[src/rtl/ext_attr_pkg.sv]
package ext_attr_pkg;
  typedef enum logic [1:0] {FN_MAG = 2'd0, FN_REV = 2'd1, FN_CUR = 2'd2, FN_BLK = 2'd3} ext_fn_e;
  typedef enum logic [1:0] {SEL_CMD = 2'd0, SEL_X = 2'd1, SEL_Y = 2'd2, SEL_NONE = 2'd3} wr_sel_e;
  localparam logic [1:0] CUR_HIDE   = 2'd0;
  localparam logic [1:0] CUR_STEADY = 2'd1;
  localparam logic [1:0] CUR_BLINK  = 2'd2;
  localparam logic [1:0] CUR_BAD    = 2'd3;
endpackage

[src/rtl/ext_cmd_reg.sv]
module ext_cmd_reg
  import ext_attr_pkg::*;
#(
  parameter int XW = 5,
  parameter int YW = 3
) (
  input  logic          clk,
  input  logic          rst_n,
  input  logic          wr_valid,
  input  logic [1:0]    wr_sel,
  input  logic [7:0]    wr_data,
  output logic [3:0]    cmd,
  output logic          cmd_acc,
  output logic          x_acc,
  output logic          y_acc,
  output logic [XW-1:0] x_val,
  output logic [YW-1:0] y_val
);
  logic bad_cursor;

  // the undefined cursor code is dropped without touching anything
  assign bad_cursor = (wr_data[3:2] == FN_CUR) && (wr_data[1:0] == CUR_BAD);
  assign cmd_acc    = wr_valid && (wr_sel == SEL_CMD) && !bad_cursor;
  assign x_acc      = wr_valid && (wr_sel == SEL_X);
  assign y_acc      = wr_valid && (wr_sel == SEL_Y);
  assign x_val      = wr_data[XW-1:0];
  assign y_val      = wr_data[YW-1:0];

  always_ff @(posedge clk or negedge rst_n) begin
    if (!rst_n)       cmd <= 4'd0;
    else if (cmd_acc) cmd <= wr_data[3:0];
  end
endmodule

[src/rtl/ext_line_attr.sv]
module ext_line_attr
  import ext_attr_pkg::*;
#(
  parameter int LINES      = 8,
  parameter int GLYPH_ROWS = 7,
  parameter int YW         = $clog2(LINES),
  parameter int ROWW       = $clog2(2 * (GLYPH_ROWS + 2) + 1)
) (
  input  logic            clk,
  input  logic            rst_n,
  input  logic [3:0]      cmd,
  input  logic            cmd_acc,
  input  logic [3:0]      cmd_new,
  input  logic            y_acc,
  input  logic [YW-1:0]   y_val,
  input  logic [YW-1:0]   q_line,
  output logic [1:0]      q_mag,
  output logic            q_rev,
  output logic [ROWW-1:0] q_rev_rows
);
  // glyph rows plus cursor row plus top spacer, doubled for tall lines
  localparam int ROWS_STD  = GLYPH_ROWS + 2;
  localparam int ROWS_TALL = 2 * ROWS_STD;

  logic [2*LINES-1:0] mag_flat;
  logic [LINES-1:0]   rev_flat;
  logic               full_rev;

  for (genvar g = 0; g < LINES; g++) begin : g_line
    logic       hit;
    logic [1:0] mag_q;
    logic       rev_q;
    assign hit = y_acc && (y_val == YW'(g));
    always_ff @(posedge clk or negedge rst_n) begin
      if (!rst_n) begin
        mag_q <= 2'd0;
        rev_q <= 1'b0;
      end else if (hit) begin
        if (cmd[3:2] == FN_MAG) mag_q <= cmd[1:0];
        if (cmd[3:2] == FN_REV && !cmd[1]) rev_q <= cmd[0];
      end
    end
    assign mag_flat[2*g +: 2] = mag_q;
    assign rev_flat[g]        = rev_q;
  end

  always_ff @(posedge clk or negedge rst_n) begin
    if (!rst_n) full_rev <= 1'b0;
    else if (cmd_acc && cmd_new[3:2] == FN_REV && cmd_new[1]) full_rev <= cmd_new[0];
  end

  always_comb begin
    q_mag = 2'd0;
    q_rev = full_rev;
    if (int'(q_line) < LINES) begin
      q_mag = mag_flat[2*q_line +: 2];
      q_rev = rev_flat[q_line] | full_rev;
    end
    q_rev_rows = q_mag[1] ? ROWW'(ROWS_TALL) : ROWW'(ROWS_STD);
  end
endmodule

[src/rtl/ext_pos_track.sv]
module ext_pos_track
  import ext_attr_pkg::*;
#(
  parameter int         XW   = 5,
  parameter int         YW   = 3,
  parameter logic [1:0] OWNER = FN_CUR
) (
  input  logic          clk,
  input  logic          rst_n,
  input  logic [1:0]    fn,
  input  logic          cmd_acc,
  input  logic          x_acc,
  input  logic          y_acc,
  input  logic [XW-1:0] x_val,
  input  logic [YW-1:0] y_val,
  output logic [XW-1:0] pos_x,
  output logic [YW-1:0] pos_y
);
  logic          x_pend;
  logic [XW-1:0] x_hold;
  logic          mine;

  assign mine = (fn == OWNER);

  always_ff @(posedge clk or negedge rst_n) begin
    if (!rst_n) begin
      x_pend <= 1'b0;
      x_hold <= '0;
      pos_x  <= '0;
      pos_y  <= '0;
    end else if (cmd_acc) begin
      x_pend <= 1'b0;
    end else if (x_acc && mine) begin
      x_pend <= 1'b1;
      x_hold <= x_val;
    end else if (y_acc && mine && x_pend) begin
      pos_x  <= x_hold;
      pos_y  <= y_val;
      x_pend <= 1'b0;
    end
  end
endmodule

[src/rtl/ext_blink_base.sv]
module ext_blink_base (
  input  logic clk,
  input  logic rst_n,
  input  logic tick_2hz,
  input  logic scaler_rst,
  output logic lit
);
  // each 2 Hz edge flips the phase, giving a 1 Hz square wave
  always_ff @(posedge clk or negedge rst_n) begin
    if (!rst_n)          lit <= 1'b1;
    else if (scaler_rst) lit <= 1'b1;
    else if (tick_2hz)   lit <= ~lit;
  end
endmodule

[src/rtl/ext_attr_ctrl.sv]
module ext_attr_ctrl
  import ext_attr_pkg::*;
#(
  parameter int LINES      = 8,
  parameter int XW         = 5,
  parameter int GLYPH_ROWS = 7,
  localparam int YW        = $clog2(LINES),
  localparam int ROWW      = $clog2(2 * (GLYPH_ROWS + 2) + 1)
) (
  input  logic            clk,
  input  logic            rst_n,
  input  logic            wr_valid,
  output logic            wr_ready,
  input  logic [1:0]      wr_sel,
  input  logic [7:0]      wr_data,
  input  logic            tick_2hz,
  input  logic            scaler_rst,
  input  logic [YW-1:0]   q_line,
  input  logic [XW-1:0]   q_x,
  input  logic [YW-1:0]   q_y,
  output logic [3:0]      ext_cmd,
  output logic [1:0]      q_mag,
  output logic            q_rev,
  output logic [ROWW-1:0] q_rev_rows,
  output logic [1:0]      cursor_mode,
  output logic [XW-1:0]   cursor_x,
  output logic [YW-1:0]   cursor_y,
  output logic            blink_en,
  output logic [XW-1:0]   blink_x,
  output logic [YW-1:0]   blink_y,
  output logic            blink_lit,
  output logic            cell_cursor,
  output logic            cell_blank
);
  logic          cmd_acc, x_acc, y_acc;
  logic [XW-1:0] x_val;
  logic [YW-1:0] y_val;

  assign wr_ready = 1'b1;

  ext_cmd_reg #(.XW(XW), .YW(YW)) u_cmd (
    .clk(clk), .rst_n(rst_n), .wr_valid(wr_valid), .wr_sel(wr_sel), .wr_data(wr_data),
    .cmd(ext_cmd), .cmd_acc(cmd_acc), .x_acc(x_acc), .y_acc(y_acc),
    .x_val(x_val), .y_val(y_val)
  );

  ext_line_attr #(.LINES(LINES), .GLYPH_ROWS(GLYPH_ROWS), .YW(YW), .ROWW(ROWW)) u_line (
    .clk(clk), .rst_n(rst_n), .cmd(ext_cmd), .cmd_acc(cmd_acc), .cmd_new(wr_data[3:0]),
    .y_acc(y_acc), .y_val(y_val), .q_line(q_line),
    .q_mag(q_mag), .q_rev(q_rev), .q_rev_rows(q_rev_rows)
  );

  ext_pos_track #(.XW(XW), .YW(YW), .OWNER(FN_CUR)) u_cur_pos (
    .clk(clk), .rst_n(rst_n), .fn(ext_cmd[3:2]), .cmd_acc(cmd_acc),
    .x_acc(x_acc), .y_acc(y_acc), .x_val(x_val), .y_val(y_val),
    .pos_x(cursor_x), .pos_y(cursor_y)
  );

  ext_pos_track #(.XW(XW), .YW(YW), .OWNER(FN_BLK)) u_blk_pos (
    .clk(clk), .rst_n(rst_n), .fn(ext_cmd[3:2]), .cmd_acc(cmd_acc),
    .x_acc(x_acc), .y_acc(y_acc), .x_val(x_val), .y_val(y_val),
    .pos_x(blink_x), .pos_y(blink_y)
  );

  ext_blink_base u_phase (
    .clk(clk), .rst_n(rst_n), .tick_2hz(tick_2hz), .scaler_rst(scaler_rst), .lit(blink_lit)
  );

  always_ff @(posedge clk or negedge rst_n) begin
    if (!rst_n) begin
      cursor_mode <= CUR_HIDE;
      blink_en    <= 1'b0;
    end else if (cmd_acc) begin
      if (wr_data[3:2] == FN_CUR) cursor_mode <= wr_data[1:0];
      if (wr_data[3:2] == FN_BLK) blink_en    <= wr_data[0];
    end
  end

  logic at_cursor, at_blink;
  assign at_cursor   = (q_x == cursor_x) && (q_y == cursor_y);
  assign at_blink    = (q_x == blink_x) && (q_y == blink_y);
  assign cell_cursor = at_cursor && (cursor_mode == CUR_STEADY ||
                                     (cursor_mode == CUR_BLINK && blink_lit));
  assign cell_blank  = at_blink && blink_en && !blink_lit;
endmodule

[config.mk]
export PLATFORM = sky130hd
export DESIGN_NAME = ext_attr_ctrl
export DESIGN_NICKNAME = d
export VERILOG_FILES = /design/src/rtl/ext_attr_pkg.sv /design/src/rtl/ext_cmd_reg.sv /design/src/rtl/ext_line_attr.sv /design/src/rtl/ext_pos_track.sv /design/src/rtl/ext_blink_base.sv /design/src/rtl/ext_attr_ctrl.sv
export SDC_FILE = /design/constraint.sdc
export NUM_CORES = 1
export LEC_CHECK = 0
export BUFFER_PORTS_ARGS = -buffer_cell sky130_fd_sc_hd__buf_2
export CAP_MARGIN = 25
export CORE_MARGIN = 2
export CORE_UTILIZATION = 59
export DETAILED_ROUTE_END_ITERATION = 6
export GPL_ROUTABILITY_DRIVEN = 0
export PLACE_DENSITY_LB_ADDON = 0.15
export SYNTH_ARGS = -nofsm -noshare
export SYNTH_HDL_FRONTEND = slang
export SYNTH_SLANG_ARGS = --single-unit
[constraint.sdc]
create_clock -name clk -period 2.8 [get_ports clk]
set_clock_uncertainty 0.2 [all_clocks]
set_input_delay 0.14 -clock clk [delete_from_list [all_inputs] [get_ports clk]]
set_output_delay 0.14 -clock clk [all_outputs]
set_load 0.02 [all_outputs]
## Yosys cells after proc, flatten, opt, wreduce, memory -nomap -nowiden

Cells that the tools add are included.

| storage, ports and cells | value |
|---|---|
| bits in registers | 61 |
| latch bits | 0 |
| RAM bits | 0 |
| ROM bits | 0 |
| input bits | 26 |
| output and inout port bits | 35 |
| logic and storage cells | 129 |
| memories kept | 0 |

| operators by class | value |
|---|---|
| add/sub/neg operators | 0 |
| multiply operators | 0 |
| divide/modulo/power cells | 0 |
| $lt $le $gt $ge | 1 |
| eq/ne operators | 22 |
| shift-type cells | 1 |
| multiplexer cells | 11 |
| bitwise logic cells | 5 |
| reductions and logical operators | 60 |

Operators with widths:

| cell | number |
|---|---|
| AND reduction 2 bit | 20 |
| logical AND 1 bit | 28 |
| variable part select 16 x 5 -> 2 bit | 1 |
| == test 2 bit (second input constant) | 7 |
| == test 3 bit (second input constant) | 4 |
| == test 5 bit | 2 |
| 2-to-1 mux 1 bit | 9 |
| == test 2 x 1 -> 1 bit (second input constant) | 4 |
| == test 3 x 2 -> 1 bit (second input constant) | 2 |
| == test 3 bit | 2 |
| AND reduction 3 bit | 2 |
| nonzero test 3 bit | 2 |
| 2-to-1 mux 5 bit | 1 |
| logical NOT 2 bit | 2 |
| less-than comparator 3 x 4 -> 1 bit (second input constant) | 1 |
| NOT 1 bit | 4 |
| binary-select mux 1 bit (select 3 bit) | 1 |
| == test 3 x 1 -> 1 bit (second input constant) | 1 |
| logical NOT 1 bit | 3 |
| logical NOT 3 bit | 1 |
| nonzero test 2 bit | 1 |
| logical OR 1 bit | 1 |
| bitwise OR 1 bit | 1 |

## Logic depth before layout (Yosys ltp)

Gate-level depths: netlist of the first run.

| depth | value |
|---|---|
| depth after elaboration | 7 |
| mapped depth | 5 |
| mapped depth without buffers | 3 |

## Modules after synthesis

Synthesis of the first run repeated with hierarchy kept, for this count alone.

| second synthesis, totals | value |
|---|---|
| cells, all modules | 239 |
| area total of the unflattened synthesis | 3175.5 sq um |

By module, submodules not included:

| module | instances | cells each | area each (sq um) | seq. area each (sq um) |
|---|---|---|---|---|
| ext_line_attr | 1 | 99 | 1335.0 | 625.6 |
| ext_pos_track (u_cur_pos) | 1 | 35 | 569.3 | 350.3 |
| ext_pos_track (u_blk_pos) | 1 | 34 | 554.3 | 350.3 |
| ext_attr_ctrl | 1 | 35 | 354.1 | 75.1 |
| ext_cmd_reg | 1 | 33 | 321.6 | 100.1 |
| ext_blink_base | 1 | 3 | 41.3 | 26.3 |

## Worst setup path after synthesis of the first run

Ideal clock, no wire load.

| path | value |
|---|---|
| kind | input to output |
| from | input port q_line[0] |
| to | output port q_rev_rows[1] |
| data arrival time | 1.764 ns |
| data required time | 2.460 ns |
| path slack | 0.696 ns |
| cell stages on the path | 5 |
| buffers on the path | 2 |
| cells stage by stage | buf_2 > mux4_2 > mux2i_1 > inv_1 > buf_4 |

| on the way | value |
|---|---|
| cells in the longest elaborated chain, start to end | 2 |

Ends and longest elaborated chain:

| item | line | RTL |
|---|---|---|
| start: declaration | ext_attr_ctrl.sv:18 | `input logic [YW-1:0] q_line,` |
| variable part select 16 x 5 -> 2 bit | ext_line_attr.sv:56 | `q_mag = mag_flat[2*q_line +: 2];` |
| named net q_mag[1] | ext_attr_ctrl.sv:22 | `output logic [1:0] q_mag,` |
| 2-to-1 mux 5 bit | ext_line_attr.sv:59 | `q_rev_rows = q_mag[1] ? ROWW'(ROWS_TALL) : ROWW'(ROWS_STD);` |
| end: declaration | ext_attr_ctrl.sv:24 | `output logic [ROWW-1:0] q_rev_rows,` |

The timed path passes the listed nets, and every way through them passes these cells.

## Final worst setup path of the first run

| path | value |
|---|---|
| from | register u_line.g_line[6].mag_q[1] |
| to | output port q_rev_rows[1] |

| on the way | value |
|---|---|
| cells in the longest elaborated chain, start to end | 2 |

Ends and longest elaborated chain:

| item | line | RTL |
|---|---|---|
| start: declaration | ext_line_attr.sv:31 | `logic [1:0] mag_q;` |
| start signal: assignment | ext_line_attr.sv:39 | `if (cmd[3:2] == FN_MAG) mag_q <= cmd[1:0];` |
| variable part select 16 x 5 -> 2 bit | ext_line_attr.sv:56 |  |
| 2-to-1 mux 5 bit | ext_line_attr.sv:59 |  |

No other way between the ends.

==> qor.csv, run 1 <==
metric;value;unit
status;completed;
H-tree depth;3;
Peak VDD IR;0.000425;V
worst-case clock buffer depth;2;
Setup crit start;u_line.g_line[6].mag_q[1]$_DFFE_PN0P_;
Top Ports;61;
asr flop ratio synth;1.00;
Tot GR Track Use;0.224;
total leakage power;1.71;nW
count of state elements after synthesis;61;
Port-buffer cells;55;
hold crit path type;in2reg;
Post-CTS Resized;0;
Final Net Count;310;
Final Hold Vio Count;0;
most used flip-flop cell after synthesis;dfrtp_1;
post-route design area;3570;µm²
Pwr Density;717;nW/µm²
Setup Viol. Count Final;0;
placed cells;338;
CTS sink cnt;61;
sequential share of the synthesized area;0.503;
Via density;5.54;
Yosys warning count;0;
dpl cell area;3330;µm²
worst setup margin;0.788;ns
Initial DRC Count;110;
TritonCTS clock tree;done;
Crit Reg-Reg Startpoint;u_cmd.cmd[3]$_DFFE_PN0P_;
Cells after Synth;227;
core outline area;5040;µm²
Post-CTS Setup Repair Bufs;0;
Final min period;2.01;ns
layout cells sized above 1;0.495;
Unique masters post-synth;38;
final-layout fill cell count;393;
Cell Count, Final, Fillers Out;359;
DP HPWL;4.40;mm
RSZ-0062 raised after global routing;no;
crit path capture type;output port;
die area;5730;µm²
WL/cell;16.6;µm
clk_lat worst skew;0.33;ns
number of global-route vias before repair;1872;
syn nets;253;
Slew @ Worst Pin;0.518;ns
Cell Area, Synth;3040;µm²
Max Freq;497;MHz
Final Slew Violations;0;
Area Growth Syn to Fin;17.5;%
DRC viols;0;
crit-path max FO;3;
dpl ws;0.951;ns
HP Start;wr_data[2];
Root Driver;clkbuf_8;
Pre-antenna DRT Iters;4;
CTS Buf Count;9;
Mapped Avg Cell Area;13.4;µm²
CTS clk-pin slew, worst paths;0.07;ns
Final ANT Viol Nets;0;
largest net degree at the start of global routing;24;
Worst setup SP type;flip-flop;
worst setup path class;reg2out;
Die Width;75.7;µm
final wirelength;5.98;mm
Die Span Y;75.7;µm
Fin Setup TNS;0;ns
ratio of final minimum period to clock period;0.719;
first-pass GRT wire length;9.26;mm
CP arrival;1.67;ns
n_diodes;0;
vias after detailed routing;1988;
total global routing overflow;0;
initial antenna violation count;0;
Row Count;26;
Critical Path RT;2.46;ns
Max-Cap Viols;0;
Relative slew margins;0.655;
Post-synth EDFFs;0;
Initial Util;0.602;
layout make-up:
type	instances	area [µm²]	share of cell area
clock buffers	9	124	0.0347
repair buffers	62	340	0.0954
flip-flops and latches	61	1530	0.428
multi-input cells	148	1410	0.396
inverters	2	7.51	0.00210
well taps	70	87.6	0.0246
clock inverters	7	66.3	0.0186
critical path: stages (launching register included):
cell and delay (ns):
dfrtp_1 0.38, mux4_2 0.48, mux2i_1 0.23, inv_1 0.09
buf_2 0.16
through the flow:
stage	hold slack, ns	utilization	power [mW]
after floorplan	-0.356	-	1.63
after global placement	-0.116	0.660	1.81
after detailed placement	-0.110	0.660	1.83
after CTS	0.0315	0.707	2.59
after global routing	0.0584	0.707	2.69
final	0.0472	0.707	2.56
worst paths after layout:
check	cells after the start	to	slack, ns
setup / recovery	4	q_rev_rows[1]	0.79
hold / removal	2	u_blk_pos.x_hold[2]$_DFFE_PN0P_	0.05
setup reg to reg	3	u_cur_pos.x_hold[2]$_DFFE_PN0P_	0.92
hold reg to reg	1	u_blk_pos.pos_x[3]$_DFFE_PN0P_	0.30
max in group asynchronous	3	u_blk_pos.x_hold[4]$_DFFE_PN0P_	1.71
min in group asynchronous	2	u_line.g_line[0].mag_q[0]$_DFFE_PN0P_	0.06
routing by layer:
layer / GRT usage / up-vias / part of all wire
met2: 0.364 / 47 / 0.52
met5: 0 / - / 0
met4: 0.101 / 0 / 0.010
li1: - / 931 / -
met1: 0.297 / 1003 / 0.44
met3: 0.0370 / 7 / 0.035
logic make-up after synthesis:
| kind of cell | Yosys count | synth area share |
|---|---|---|
| flops | 61 | 0.503 |
| buf+inv | 18 | 0.0309 |
| compound gates | 6 | 0.0202 |
| mux | 67 | 0.268 |
| other cells | 2 | 0.00247 |
| xor+xnor | 17 | 0.0491 |
| simple gates | 56 | 0.126 |
cells in the mapped netlist, types with 3 or more instances:
cell type | number | share of area
nor2b_1 | 5 | 0.010
buf_2 | 6 | 0.0099
nor3_1 | 5 | 0.0082
mux2_2 | 53 | 0.20
mux2_4 | 3 | 0.015
dfrtp_1 | 60 | 0.49
mux2i_1 | 6 | 0.020
nand4_1 | 5 | 0.010
xnor2_1 | 17 | 0.049
mux4_2 | 5 | 0.037
clkbuf_1 | 5 | 0.0062
nand2b_1 | 4 | 0.0082
nand3b_1 | 3 | 0.0074
buf_4 | 5 | 0.012
nand3_1 | 12 | 0.020
sequential cells by signal, summed over array words and instances (netlist names):
register	count
blink_en	1
cursor_mode	2
u_blk_pos.pos_x	5
u_blk_pos.pos_y	3
u_blk_pos.x_hold	5
u_blk_pos.x_pend	1
u_cmd.cmd	4
u_cur_pos.pos_x	5
u_cur_pos.pos_y	3
u_cur_pos.x_hold	5
u_cur_pos.x_pend	1
u_line.full_rev	1
u_line.g_line.mag_q	16
u_line.g_line.rev_q	8
u_phase.lit	1
repair_timing:
action                     4_1_cts  5_1_grt
hold buffers                     5        0
hold endpoints to repair        68        0
setup endpoints to repair        0        0
power by group:
group | internal [mW] | total [mW] | switching [mW] | leakage (nW)
Clock | 0.405 | 0.744 | 0.339 | 0.0987
Combinational | 0.305 | 0.599 | 0.293 | 0.808
Sequential | 1.07 | 1.22 | 0.149 | 0.805
Total | 1.78 | 2.56 | 0.781 | 1.71
cell usage in the layout, fill, tap and decap left out, drive strengths merged, types with 6 or more instances in the layout:
cell type,count
nand3,12
dfrtp,60
buf,57
clkbuf,9
xnor2,17
mux2,56
mux2i,6
No activity file was read; power rests on OpenSTA's default activity.
==> run 2: changes to the inputs <==
--- a/config.mk
+++ b/config.mk
@@ -8,7 +8,7 @@
 export BUFFER_PORTS_ARGS = -buffer_cell sky130_fd_sc_hd__buf_2
 export CAP_MARGIN = 25
 export CORE_MARGIN = 2
-export CORE_UTILIZATION = 59
+export CORE_UTILIZATION = 49
 export DETAILED_ROUTE_END_ITERATION = 6
 export GPL_ROUTABILITY_DRIVEN = 0
 export PLACE_DENSITY_LB_ADDON = 0.15
==> constraint.sdc (replaced) <==
create_clock -name clk -period 1.75 [get_ports clk]
set_clock_uncertainty 0.2 [all_clocks]
set_input_delay 0.0875 -clock clk [delete_from_list [all_inputs] [get_ports clk]]
set_output_delay 0.0875 -clock clk [all_outputs]
set_load 0.02 [all_outputs]
==> run 2 against run 1 <==
  * The run now ends with negative setup slack left
  * Sequential power grew 59%
  * Global-route usage shrank 0.88 points
  * Combinational power grew 92%
  * Total power grew 62%
  * Hold slack lost 0.038 ns
  * Critical path depth shrank 1
  * Core utilization shrank 6.1 points
  * Critical path type unchanged
  * Sequential cell count is the same
  * Clock power grew 41%
==> qor.csv, run 2 (synthesis gave the netlist of run 1 again) <==
metric;value;unit;change
status;complete, but fails checks;;
failing checks;negative setup slack;;
CTS clk-pin slew, worst paths;0.07;ns;about the same
worst setup margin;-0.168;ns;-0.956 ns
Critical Path RT;1.46;ns;-1.00 ns
Final Hold Vio Count;0;;unchanged
Pwr Density;1080;nW/µm²;+50%
Die Span Y;82.7;µm;+9.2%
n_diodes;0;;unchanged
WL/cell;17.5;µm;+5.2%
worst-case clock buffer depth;2;;unchanged
Area Growth Syn to Fin;26.8;%;
highest-count cells in the layout ignoring fill and taps;57 x dfrtp_1, 51 x mux2_2, 46 x buf_2;;
initial antenna violation count;0;;unchanged
Final Net Count;325;;+4.8%
DP HPWL;4.67;mm;+6.0%
Top reg by flops;u_line.g_line.mag_q;;
CP max stage cell;mux4_2;;
CP arrival;1.63;ns;-0.04 ns
core outline area;5960;µm²;+18%
hold depth;2;;unchanged
total leakage power;1.82;nW;+6.2%
Crit Reg-Reg Startpoint;u_cmd.cmd[2]$_DFFE_PN0P_;;
Max Freq;521;MHz;
CTS sink cnt;61;;unchanged
Worst Setup EP;q_mag[0];;
RSZ-0062 raised after global routing;yes;;
utilization after layout;0.646;;-0.0612
multi-input logic area;1550;µm²;+9.3%
flop2flop setup slack;0.04;ns;-0.88 ns
clk_lat worst skew;0.33;ns;about the same
first-pass GRT wire length;10.6;mm;+15%
Worst setup SP type;flip-flop;;
cells on worst reg2reg path;3;;unchanged
Regs by FF count;u_line.g_line.mag_q x16, u_line.g_line.rev_q x8;;
Row Count;28;;+7.7%
Port-buffer cells;55;;unchanged
Pre-antenna DRT Iters;6;;+2
Final ANT Viol Nets;0;;unchanged
Top Ports;61;;unchanged
Final min period;1.92;ns;
layout cells sized above 1;0.582;;+0.0874
Largest register FFs;16;;unchanged
Max-Cap Viols;0;;unchanged
Setup Viol. Count Final;6;;+6
crit path capture type;output port;;
hold crit path type;in2reg;;
CP top delay family;multiplexers;;
final wirelength;6.64;mm;+11%
vias after detailed routing;2045;;+2.9%
TritonCTS clock tree;done;;
Final Slew Violations;0;;unchanged
crit-path max FO;2;;-1
Die Width;82.7;µm;+9.2%
Setup crit start;u_line.g_line[3].mag_q[0]$_DFFE_PN0P_;;
HP Start;wr_data[2];;
DRC viols;0;;unchanged
Initial DRC Count;107;;-2.7%
reg2reg end;u_line.g_line[3].mag_q[1]$_DFFE_PN0P_;;
Slew @ Worst Pin;0.579;ns;+0.0612 ns
die area;6840;µm²;+19%
Critical Path Max Stage Delay;0.49;ns;about the same
Tot GR Track Use;0.215;;-0.00877
largest net degree at the start of global routing;24;;unchanged
Root Driver;clkbuf_8;;
Relative slew margins;0.614;;-0.0408
final-layout fill cell count;487;;+24%
ratio of final minimum period to clock period;1.10;;
Levels on crit path;3;;-1
H-tree depth;3;;unchanged
Initial Util;0.510;;-0.0923
Hold WS;0.00969;ns;-0.0375 ns
Via density;5.40;;-2.6%
CTS Buf Count;9;;unchanged
worst path bufs/invs;1;;-1
Peak VDD IR;0.000783;V;+84%
FF+latch area;1530;µm²;+0.25%
Tot Pwr;4.14;mW;+62%
worst setup path class;reg2out;;
number of global-route vias before repair;2053;;+9.7%
commonest non-fill, non-tap cell in the layout;dfrtp_1;;
total global routing overflow;0;;unchanged
cells along the critical path;mux4_2, mux2_4, buf_6;;
-- run 2: power by group --
group	internal (mW)	switching, mW
Combinational	0.612	0.540
Clock	0.504	0.543
Sequential	1.71	0.233
-- run 2: worst min path at each step --
stage	end	slack, ns
after floorplan	blink_en$_DFFE_PN0P_	-0.41
after global placement	u_line.g_line[0].rev_q$_DFFE_PN0P_	-0.1
after detailed placement	u_line.g_line[0].rev_q$_DFFE_PN0P_	-0.09
after CTS	u_cur_pos.pos_y[2]$_DFFE_PN0P_	0.004
after global routing	u_cur_pos.pos_y[2]$_DFFE_PN0P_	0.02
final	u_cur_pos.pos_y[2]$_DFFE_PN0P_	0.01
-- run 2: area by class of cell --
cell class,instances,area share
timing repair buffer,77,0.133
clock inverter,5,0.00715
sequential,61,0.398
inverter,2,0.00195
clock buffer,11,0.0341
multi-input combinational,148,0.401
tap,75,0.0244
-- run 2: worst reg2reg max path, cell delays in order, from the launching register on --
cell and delay (ns):
dfrtp_2 0.47, nor4b_4 0.33, and3b_2 0.27, mux2_2 0.33
-- run 2: stage by stage --
step	setup slack, ns	setup TNS, ns	cell area, µm²	std cells
2_1_floorplan	0.00102	0	3080	227
3_3_place_gp	0.0365	0	3450	351
4_1_cts	-0.167	-0.921	3720	375
3_5_place_dp	-0.0158	-0.0158	3450	351
5_1_grt	-0.236	-1.40	3850	379
6_report	-0.168	-0.897	3850	379
-- run 2: timing repair --
action	CTS	global route
setup buffers	1	4
hold buffers	7	0
pin swaps	1	10
setup endpoints to repair	10	34
resized for setup	9	25
endpoints found under the hold margin	59	0
-- run 2: routing by layer --
layer	vias up	global-route usage	share of wire
met5	-	0	0
met2	40	0.300	0.45
met3	6	0.0435	0.031
met4	0	0.0787	0.0096
li1	963	-	-
met1	1036	0.330	0.51
